==> config.mk <==
export PLATFORM = sky130hd
export DESIGN_NAME = pipe4_core
export DESIGN_NICKNAME = d
export VERILOG_FILES = /design/src/rtl/pipe4_pkg.sv /design/src/rtl/p4_decoder.sv /design/src/rtl/p4_regfile.sv /design/src/rtl/p4_func_unit.sv /design/src/rtl/pipe4_core.sv
export SDC_FILE = /design/constraint.sdc
export NUM_CORES = 1
export LEC_CHECK = 0
export ABC_AREA = 0
export BUFFER_PORTS_ARGS = -buffer_cell sky130_fd_sc_hd__buf_2
export CORE_MARGIN = 2
export CORE_UTILIZATION = 60
export DETAILED_ROUTE_END_ITERATION = 16
export HOLD_SLACK_MARGIN = 0.1
export PLACE_DENSITY = 0.78
export SETUP_SLACK_MARGIN = 0.05
export SYNTH_ARGS = -nofsm -noshare
export SYNTH_HDL_FRONTEND = slang
export SYNTH_SLANG_ARGS = --single-unit
==> constraint.sdc <==
create_clock -name clk -period 3.9 [get_ports clk]
set_clock_uncertainty 0.1 [all_clocks]
set_input_delay 1.17 -clock clk [delete_from_list [all_inputs] [get_ports clk]]
set_output_delay 1.17 -clock clk [all_outputs]
set_load 0.005 [all_outputs]
==> src/rtl/pipe4_pkg.sv <==
package pipe4_pkg;

  localparam int INSTR_W = 16;
  localparam int OPC_W   = 7;
  localparam int FLD_W   = 3;
  localparam int REG_CNT = 2 ** FLD_W;
  localparam int OPC_LSB = 3 * FLD_W;
  localparam int DR_LSB  = 2 * FLD_W;
  localparam int SA_LSB  = FLD_W;
  localparam int SB_LSB  = 0;

  localparam int FLAG_W = 4;
  localparam int FLG_V  = 3;
  localparam int FLG_C  = 2;
  localparam int FLG_N  = 1;
  localparam int FLG_Z  = 0;

  typedef enum logic [OPC_W-1:0] {
    OPC_NOP = 7'h00,
    OPC_ADD = 7'h02,
    OPC_OR  = 7'h08,
    OPC_SHR = 7'h0D,
    OPC_LDI = 7'h4C,
    OPC_LD  = 7'h10,
    OPC_ST  = 7'h20,
    OPC_BZ  = 7'h60,
    OPC_JMP = 7'h70
  } opcode_e;

  typedef enum logic [1:0] {
    FU_ADD,
    FU_OR,
    FU_SHR,
    FU_PASSB
  } fu_op_e;

  typedef struct packed {
    logic   rf_we;
    logic   use_const;
    logic   sel_mem;
    logic   mem_we;
    logic   flag_we;
    logic   is_bz;
    logic   is_jmp;
    fu_op_e fu_op;
  } ctrl_t;

endpackage

==> src/rtl/p4_decoder.sv <==
module p4_decoder
  import pipe4_pkg::*;
(
  input  logic [INSTR_W-1:0] instr,
  output ctrl_t              ctrl,
  output logic [FLD_W-1:0]   fld_dr,
  output logic [FLD_W-1:0]   fld_sa,
  output logic [FLD_W-1:0]   fld_sb
);

  logic [OPC_W-1:0] opc;

  assign opc    = instr[OPC_LSB +: OPC_W];
  assign fld_dr = instr[DR_LSB +: FLD_W];
  assign fld_sa = instr[SA_LSB +: FLD_W];
  assign fld_sb = instr[SB_LSB +: FLD_W];

  always_comb begin
    ctrl = ctrl_t'('0);
    case (opc)
      OPC_ADD: begin
        ctrl.rf_we   = 1'b1;
        ctrl.flag_we = 1'b1;
        ctrl.fu_op   = FU_ADD;
      end
      OPC_OR: begin
        ctrl.rf_we   = 1'b1;
        ctrl.flag_we = 1'b1;
        ctrl.fu_op   = FU_OR;
      end
      OPC_SHR: begin
        ctrl.rf_we   = 1'b1;
        ctrl.flag_we = 1'b1;
        ctrl.fu_op   = FU_SHR;
      end
      OPC_LDI: begin
        ctrl.rf_we     = 1'b1;
        ctrl.use_const = 1'b1;
        ctrl.fu_op     = FU_PASSB;
      end
      OPC_LD: begin
        ctrl.rf_we   = 1'b1;
        ctrl.sel_mem = 1'b1;
      end
      OPC_ST:  ctrl.mem_we = 1'b1;
      OPC_BZ:  ctrl.is_bz  = 1'b1;
      OPC_JMP: ctrl.is_jmp = 1'b1;
      default: ctrl = ctrl_t'('0);
    endcase
  end

endmodule

==> src/rtl/p4_regfile.sv <==
module p4_regfile #(
  parameter int DATA_W = 16,
  parameter int DEPTH  = 8,
  localparam int ADDR_W = $clog2(DEPTH)
) (
  input  logic              clk,
  input  logic              rst,
  input  logic              we,
  input  logic [ADDR_W-1:0] waddr,
  input  logic [DATA_W-1:0] wdata,
  input  logic [ADDR_W-1:0] ra,
  input  logic [ADDR_W-1:0] rb,
  output logic [DATA_W-1:0] rdata_a,
  output logic [DATA_W-1:0] rdata_b
);

  logic [DATA_W-1:0] mem [DEPTH];

  always_ff @(posedge clk) begin
    if (we) mem[waddr] <= wdata;
  end

  // write-before-read: a value being written this cycle is returned directly
  assign rdata_a = (we && waddr == ra) ? wdata : mem[ra];
  assign rdata_b = (we && waddr == rb) ? wdata : mem[rb];

  // a written value is read back on the next cycle unless overwritten
  p_rd_after_wr_r7: assert property (@(posedge clk) disable iff (rst)
    we |=> (ra != $past(waddr)) || (we && waddr == ra) || (rdata_a == $past(wdata)));

endmodule

==> src/rtl/p4_func_unit.sv <==
module p4_func_unit
  import pipe4_pkg::*;
#(
  parameter int DATA_W = 16
) (
  input  fu_op_e            op,
  input  logic [DATA_W-1:0] a,
  input  logic [DATA_W-1:0] b,
  output logic [DATA_W-1:0] res,
  output logic [FLAG_W-1:0] flags
);

  localparam int MSB = DATA_W - 1;

  logic [DATA_W:0] sum;
  logic            cry;
  logic            ovf;

  assign sum = {1'b0, a} + {1'b0, b};

  always_comb begin
    res = b;
    cry = 1'b0;
    ovf = 1'b0;
    case (op)
      FU_ADD: begin
        res = sum[MSB:0];
        cry = sum[DATA_W];
        ovf = (a[MSB] == b[MSB]) && (sum[MSB] != a[MSB]);
      end
      FU_OR:  res = a | b;
      FU_SHR: begin
        res = b >> 1;
        cry = b[0];
      end
      default: res = b;
    endcase
  end

  always_comb begin
    flags        = '0;
    flags[FLG_V] = ovf;
    flags[FLG_C] = cry;
    flags[FLG_N] = res[MSB];
    flags[FLG_Z] = (res == '0);
  end

endmodule

==> src/rtl/pipe4_core.sv <==
module pipe4_core
  import pipe4_pkg::*;
#(
  parameter int DATA_W = 16
) (
  input  logic               clk,
  input  logic               rst,
  output logic [DATA_W-1:0]  imem_addr,
  input  logic [INSTR_W-1:0] imem_data,
  output logic [DATA_W-1:0]  dmem_addr,
  output logic [DATA_W-1:0]  dmem_wdata,
  output logic               dmem_we,
  input  logic [DATA_W-1:0]  dmem_rdata,
  output logic               rf_wr_en,
  output logic [FLD_W-1:0]   rf_wr_addr,
  output logic [DATA_W-1:0]  rf_wr_data,
  output logic [FLAG_W-1:0]  status_flags
);

  localparam int EXT_W = DATA_W - FLD_W;

  // ---------------- fetch ----------------
  logic [DATA_W-1:0]  pc_q;
  logic [DATA_W-1:0]  pc_next;
  logic               redirect;
  logic [DATA_W-1:0]  target;

  // ---------------- fetch / decode register ----------------
  logic [INSTR_W-1:0] ir_q;
  logic [DATA_W-1:0]  ir_pc_q;

  // ---------------- decode ----------------
  ctrl_t              dec_ctrl;
  logic [FLD_W-1:0]   dec_dr, dec_sa, dec_sb;
  logic [DATA_W-1:0]  rd_a, rd_b, const_zf, opnd_b;

  // ---------------- decode / execute register ----------------
  ctrl_t              ex_ctrl;
  logic [DATA_W-1:0]  ex_a, ex_b, ex_pc;
  logic [FLD_W-1:0]   ex_dr, ex_off;
  logic [DATA_W-1:0]  ex_off_sx;

  // ---------------- execute ----------------
  logic [DATA_W-1:0]  fu_res;
  logic [FLAG_W-1:0]  fu_flags;
  logic               bz_taken;

  // ---------------- execute / write-back register ----------------
  logic               wb_we_q;
  logic [FLD_W-1:0]   wb_dr_q;
  logic [DATA_W-1:0]  wb_data_q;
  logic [FLAG_W-1:0]  flags_q;

  // program counter
  assign ex_off_sx = {{EXT_W{ex_off[FLD_W-1]}}, ex_off};
  assign bz_taken  = ex_ctrl.is_bz && (ex_a == '0);
  assign redirect  = bz_taken || ex_ctrl.is_jmp;
  assign target    = ex_ctrl.is_jmp ? ex_a : (ex_pc + ex_off_sx);
  assign pc_next   = redirect ? target : (pc_q + DATA_W'(1));

  always_ff @(posedge clk) begin
    if (rst) begin
      pc_q    <= '0;
      ir_q    <= '0;
      ir_pc_q <= '0;
    end else begin
      pc_q    <= pc_next;
      ir_q    <= imem_data;
      ir_pc_q <= pc_q;
    end
  end

  assign imem_addr = pc_q;

  // decode and operand fetch
  p4_decoder u_dec (
    .instr  (ir_q),
    .ctrl   (dec_ctrl),
    .fld_dr (dec_dr),
    .fld_sa (dec_sa),
    .fld_sb (dec_sb)
  );

  p4_regfile #(
    .DATA_W (DATA_W),
    .DEPTH  (REG_CNT)
  ) u_rf (
    .clk     (clk),
    .rst     (rst),
    .we      (wb_we_q),
    .waddr   (wb_dr_q),
    .wdata   (wb_data_q),
    .ra      (dec_sa),
    .rb      (dec_sb),
    .rdata_a (rd_a),
    .rdata_b (rd_b)
  );

  assign const_zf = {{EXT_W{1'b0}}, dec_sb};
  assign opnd_b   = dec_ctrl.use_const ? const_zf : rd_b;

  always_ff @(posedge clk) begin
    if (rst) begin
      ex_ctrl <= ctrl_t'('0);
      ex_a    <= '0;
      ex_b    <= '0;
      ex_pc   <= '0;
      ex_dr   <= '0;
      ex_off  <= '0;
    end else begin
      ex_ctrl <= dec_ctrl;
      ex_a    <= rd_a;
      ex_b    <= opnd_b;
      ex_pc   <= ir_pc_q;
      ex_dr   <= dec_dr;
      ex_off  <= dec_sb;
    end
  end

  // execute: function unit and data memory side by side
  p4_func_unit #(
    .DATA_W (DATA_W)
  ) u_fu (
    .op    (ex_ctrl.fu_op),
    .a     (ex_a),
    .b     (ex_b),
    .res   (fu_res),
    .flags (fu_flags)
  );

  assign dmem_addr  = ex_a;
  assign dmem_wdata = ex_b;
  assign dmem_we    = ex_ctrl.mem_we;

  always_ff @(posedge clk) begin
    if (rst) begin
      wb_we_q   <= 1'b0;
      wb_dr_q   <= '0;
      wb_data_q <= '0;
      flags_q   <= '0;
    end else begin
      wb_we_q   <= ex_ctrl.rf_we;
      wb_dr_q   <= ex_dr;
      wb_data_q <= ex_ctrl.sel_mem ? dmem_rdata : fu_res;
      if (ex_ctrl.flag_we) flags_q <= fu_flags;
    end
  end

  // write-back
  assign rf_wr_en     = wb_we_q;
  assign rf_wr_addr   = wb_dr_q;
  assign rf_wr_data   = wb_data_q;
  assign status_flags = flags_q;

  // ---------------- assertions ----------------
  p_reset_quiet_r1: assert property (@(posedge clk) disable iff (rst)
    $past(rst) |-> (!rf_wr_en && !dmem_we && imem_addr == '0));

  p_wb_from_ex_r6: assert property (@(posedge clk) disable iff (rst)
    rf_wr_en |-> $past(ex_ctrl.rf_we));

  p_seq_fetch_r9: assert property (@(posedge clk) disable iff (rst)
    !redirect |=> imem_addr == $past(imem_addr) + DATA_W'(1));

  p_bz_target_r8: assert property (@(posedge clk) disable iff (rst)
    bz_taken |=> imem_addr == $past(ex_pc) + $past(ex_off_sx));

  p_jmp_target_r10: assert property (@(posedge clk) disable iff (rst)
    ex_ctrl.is_jmp |=> imem_addr == $past(ex_a));

  p_flags_hold_r11: assert property (@(posedge clk) disable iff (rst)
    !ex_ctrl.flag_we |=> $stable(status_flags));

  p_store_no_wb_r5: assert property (@(posedge clk) disable iff (rst)
    dmem_we |=> !rf_wr_en);

endmodule

Word level (Yosys, flattened, before mapping)
Memories as Yosys holds them, arrays and structs flattened. A register that Yosys moved wholly into a read port is not among the register bits. Cells that the tools add are included.

Output and inout bits: 73. Logic and storage cells: 66. Memory bits (read-only): 0. Memories kept: 1. Memory bits (writable): 128. Flip-flop bits (word level): 118. Latch bits: 0. Input port bits: 34.

Memories: u_rf.mem (depth 8, width 16, read ports 2, clocked after Yosys merged registers in 2, write ports 1, line p4_regfile.sv:17) `logic [DATA_W-1:0] mem [DEPTH];`.

Shifts and indexed selects: 0. Multiply operators: 0. Bitwise operators: 1. Div/mod/pow operators: 0. Equality and inequality tests: 13. Order comparisons: 0. Reductions and logical operators: 10. $add $sub $neg: 3. Muxes and demuxes: 19.

Operator list (count): $mux W16 (4); $pmux W16 S3 (1); $logic_not A16 Y1 (2); $eq A7 B7 Y1 const B (3); $add A16 B16 Y17 (1); $add A16 B1 Y16 const B (1); $add A16 B16 Y16 (1); $or A16 B16 Y16 (1); $eq A7 B4 Y1 const B (2); $mux W1 (10); $eq A7 B2 Y1 const B (1); $eq A7 B5 Y1 const B (1); $eq A7 B6 Y1 const B (1); $mux W3 (2); $pmux W2 S3 (1); $reduce_or A5 Y1 (1); $eq A3 B3 Y1 (1); $logic_and A1 B1 Y1 (3); $reduce_or A3 Y1 (1); $eq A2 B1 Y1 const B (1); $eq A2 B2 Y1 const B (1); $logic_not A2 Y1 (1); $pmux W1 S2 (1); $reduce_or A2 Y1 (1); other kinds (3) (3).

Depth between registers and ports, before layout
Depth in word-level cells: 4. Gate-level depth with buffers: 12. Gate-level depth less buffers: 12.

By module
From an unflattened synthesis, not the netlist that was laid out.

Cell total of the unflattened synthesis: 1036. Area, all modules: 13350.3 um^2.

By module, submodules not included: p4_regfile (instances 1, area each 6561.3 um^2, cells each 301, sequential area each 3843.7 um^2); pipe4_core (instances 1, area each 4992.3 um^2, cells each 485, sequential area each 2682.6 um^2); p4_func_unit (instances 1, area each 1535.2 um^2, cells each 215, sequential area each 0.0 um^2); p4_decoder (instances 1, area each 261.5 um^2, cells each 35, sequential area each 0.0 um^2).

Least setup slack after synthesis
No wires, ideal clock.

Kind: register to register. From: reg ex_a[0] (netlist: dmem_addr[0]), read port of u_rf.mem. To: reg flags_q[0] (netlist: status_flags[0]). Buffers on the path: 0. Library setup time: 69 ps. Clock period less this slack: 2954 ps. Path slack: 946 ps. Data required time: 3731 ps. Cell stages (with the launch flop): 13. Arrival time: 2785 ps. Cells stage by stage: dfxtp_1 -> ha_1 -> inv_1 -> fa_1 -> nor2b_4 -> o31ai_2 -> a2111oi_1 -> o31ai_2 -> xnor2_1 -> mux4_2 -> a211oi_2 -> nand4_1 -> o21ai_1.

Longest elaborated chain between the ends: 3. Elaborated cells on any way between the ends: 4. Those cells by class: add/sub: 1; mux: 1; bitwise: 1; reduce/logical: 1.

Ends and longest elaborated chain: start: declaration (line pipe4_core.sv:39) `logic [DATA_W-1:0] ex_a, ex_b, ex_pc;`; $add A16 B16 Y17 / $or A16 B16 Y16 (equally long branches) (line p4_func_unit.sv:19, p4_func_unit.sv:31); $pmux W16 S3 * (line p4_func_unit.sv:25) `case (op)`; $logic_not A16 Y1 * (line p4_func_unit.sv:45) `flags[FLG_Z] = (res == '0);`; end signal: assignment (line pipe4_core.sv:145) `if (ex_ctrl.flag_we) flags_q <= fu_flags;`; end: declaration (line pipe4_core.sv:52) `logic [FLAG_W-1:0] flags_q;`.

Mark *: on every way between the ends. The rest lies on a longest branch, timed or not. A chain may end at the register's enable or synchronous reset.

Worst setup path after layout
Same ends and word-level chain as after synthesis.

==> flow_metrics.env <==
export IMPL_p_switching_mw=1.55
export IMPL_grt_ovfl_total=0
export IMPL_detail_route_antenna_nets=0
export IMPL_area_growth_syn_to_layout_pct=13.5
export IMPL_mostFrequentLayoutCells="dfxtp_1 (132), edfxtp_1 (128), buf_2 (105), nor2_1 (104), mux4_2 (72)"
export IMPL_crit_path_start_kind="flip-flop"
export IMPL_placed_cells=1385
export IMPL_clkSinkCount=262
export IMPL_synth_area_per_cell_sq_um=12.2
export IMPL_cap_violations=0
export IMPL_slew_viol_final=0
export IMPL_clk_pin_slew_worst_paths_ns=0.06
export IMPL_yosys_warnings=0
export IMPL_grt_setup_unrepaired="false"
export IMPL_final_net_count=1223
export IMPL_worstHoldPathType="reg -> reg"
export IMPL_fin_ws_ns=0.565
export IMPL_crit_start="dmem_addr[0]"
export IMPL_start_util=0.606
export IMPL_cts_resized=0
export IMPL_post_place_ws_ns=0.629
export IMPL_period_minus_slack_ns=3.33
export IMPL_synth_cell_area_sq_mm=0.0127
export IMPL_cts_hold_buf=0
export IMPL_slew_headroom=0.271
export IMPL_final_common_cell="dfxtp_1"
export IMPL_hold_viol_final=0
export IMPL_fmax_mhz=300
export IMPL_placed_area_sq_mm=0.0135
export IMPL_htree_levels=1
export IMPL_synth_ff_type="dfxtp_1"
export IMPL_dieArea_sq_mm=0.0223
export IMPL_crit_slowest_cell="a2111oi_1"
export IMPL_antenna_found_initial=0
export IMPL_die_y_um=149
export IMPL_final_layout_size_suffix_gt1_frac=0.229
export IMPL_intPower_mw=4.69
export IMPL_switching_share=0.248
export IMPL_post_cts_buffers=0
export IMPL_n_fill_cell=1498
export IMPL_routed_via_density=6.00
export IMPL_combPwrFrac=0.099
export IMPL_via_count=8615
export IMPL_power_density_mw_per_mm2=434
export IMPL_drtPass1Iterations=5
export IMPL_detail_route_wl_per_cell_um=21.4
export IMPL_fin_crit_sh=0.855
export IMPL_critPathMaxStageDelay_ns=0.61
export IMPL_fin_area_sq_mm=0.0144
export IMPL_crit_type="reg -> reg"
export IMPL_n_antenna_cell=0
export IMPL_fin_cells=1435
export IMPL_fp_dieW_um=149
export IMPL_wl_mm=30.7
export IMPL_critPathMostFrequentCell="o31ai_2"
export IMPL_cts_buffer_depth=3
export IMPL_track_usage=0.279
export IMPL_p_leak_nw=5.51
export IMPL_min_from="ir_pc_q[15]"
export IMPL_ys_ff_latch=262
export IMPL_grt_max_degree=86
export IMPL_worstPathArrival_ns=3.70
export IMPL_grt_pass1_wl_mm=47.3
export IMPL_outcome="complete, no violations"
export IMPL_reg2reg_to="status_flags[0]"
export IMPL_reg2reg_from="dmem_addr[0]"
export IMPL_cts_buffers=27
export IMPL_io_pins=107
export IMPL_required_ns=4.26
export IMPL_synth_edf_count=128
export IMPL_worst_pin_slew_ns=1.09
export IMPL_fin_tns_setup_ns=0
export IMPL_ys_types=61
export IMPL_insertion_delay_ns=0.53
export IMPL_synthesis_nets=1121
export IMPL_drcViolationCount=0
export IMPL_hold_depth=1
export IMPL_synth_seq_area_share=0.516
export IMPL_root_buffer="clkbuf_16"
export IMPL_crit_chain="ha_1, inv_1, fa_1, nor2b_4, o31ai_2, a2111oi_1, o31ai_2, xnor2_1, mux4_2, a211oi_2, nand4_1, o21ai_1"
export IMPL_reg2regPathDepth=12
export IMPL_setup_violations=0
export IMPL_worst_r2r_setup_slack_ns=0.57
export IMPL_cp_end_kind="flip-flop"
export IMPL_cts_tree="yes"
export IMPL_place_congestion=0.904
export IMPL_core_sq_mm=0.0209
export IMPL_synthArstFlopShare=0
export IMPL_synthCells=1037
export IMPL_port_buffers=106
export IMPL_first_global_vias=8457
export IMPL_cp_max_fo=4
export IMPL_clkPwrFrac=0.394
export IMPL_dp_hpwl_mm=21.2
export IMPL_drt_iter0_markers=749
export IMPL_max_vdd_ir_drop_v=0.000471
export IMPL_whs_endpoint="ex_pc[15]"
export IMPL_fp_row_count=53
export IMPL_power_frac_seq=0.506
export IMPL_hold_ws_ns=0.337
[cell usage after synthesis (all sizes together), types with 17 or more instances]
master	n	area, sq um
nor2	105	397
xor2	19	166
ha	48	601
nand2	36	135
dfxtp	134	2680
xnor2	24	210
buf	17	82.6
edfxtp	128	3840
nor2b	66	420
mux2i	46	460
mux4	72	1620
o21ai	25	125
a21oi	40	200
a211oi	54	415
clkbuf	40	150
inv	49	184
[per-layer routing]
metal,global-route usage,share of wire,vias to the layer above
li1,-,-,4028
met1,0.379,0.41,4213
met2,0.467,0.49,328
met3,0.0511,0.082,46
met4,0.0695,0.020,0
met5,0,0,-
[how the worst max path moves through the flow]
stage	slack, ns	to	depth (start not counted)
after floorplan	0.95	status_flags[0]	12
after global placement	0.66	status_flags[0]	12
after detailed placement	0.63	status_flags[0]	12
after CTS	0.59	status_flags[0]	12
after global routing	0.32	status_flags[0]	12
final	0.57	status_flags[0]	12
[kinds of logic after synthesis]
logic type / after synthesis / share of synthesized area
simple gates: 285 / 0.114
flops: 262 / 0.516
compound gates: 172 / 0.0916
mux: 119 / 0.165
buf+inv: 106 / 0.0329
fa+ha+maj: 50 / 0.0506
xor+xnor: 43 / 0.0298
[state kept, by name, indices dropped and copies added, names as in the netlist]
name	flops
rf_wr_en	1
dmem_wdata	16
rf_wr_addr	3
ir_q	16
dmem_we	1
ex_dr	3
ex_pc	16
imem_addr	16
status_flags	4
u_rf.mem	128
rf_wr_data	16
ex_ctrl	7
ir_pc_q	16
ex_off	3
dmem_addr	16
[critical path: cells and delay by family, from the launching register on]
family,cells,cell delay (ns)
flip-flops,1,0.40
AO/OA/AOI/OAI,5,1.12
buffers and inverters,1,0.07
adder cells (fa/ha/maj),2,0.67
AND/OR/NAND/NOR,2,0.27
XOR/XNOR,1,0.14
multiplexers,1,0.48
[stage by stage]
step	utilization	total power [mW]
floorplan	-	3.57
global placement	0.647	3.81
detailed placement	0.647	3.82
CTS	0.688	6.26
global route	0.688	6.46
finish	0.688	6.23
[power by group through the flow]
| stage | Combinational (mW) | Sequential [mW] | Clock, mW |
|---|---|---|---|
| CTS | 0.620 | 3.15 | 2.49 |
| finish | 0.620 | 3.16 | 2.46 |
| global route | 0.684 | 3.17 | 2.61 |
| global placement | 0.608 | 3.20 | 0 |
| detailed placement | 0.612 | 3.21 | 0 |
| floorplan | 0.439 | 3.14 | 0 |
[final cells by class]
type	count	area, sq um	share of cell area
clock buffers	35	727	0.0506
clock inverters	15	129	0.00897
well taps	275	344	0.0240
flip-flops and latches	262	6530	0.454
repair buffers	130	713	0.0496
inverters	49	184	0.0128
multi-input cells	669	5740	0.400
Power figures use the tool's default switching activity.
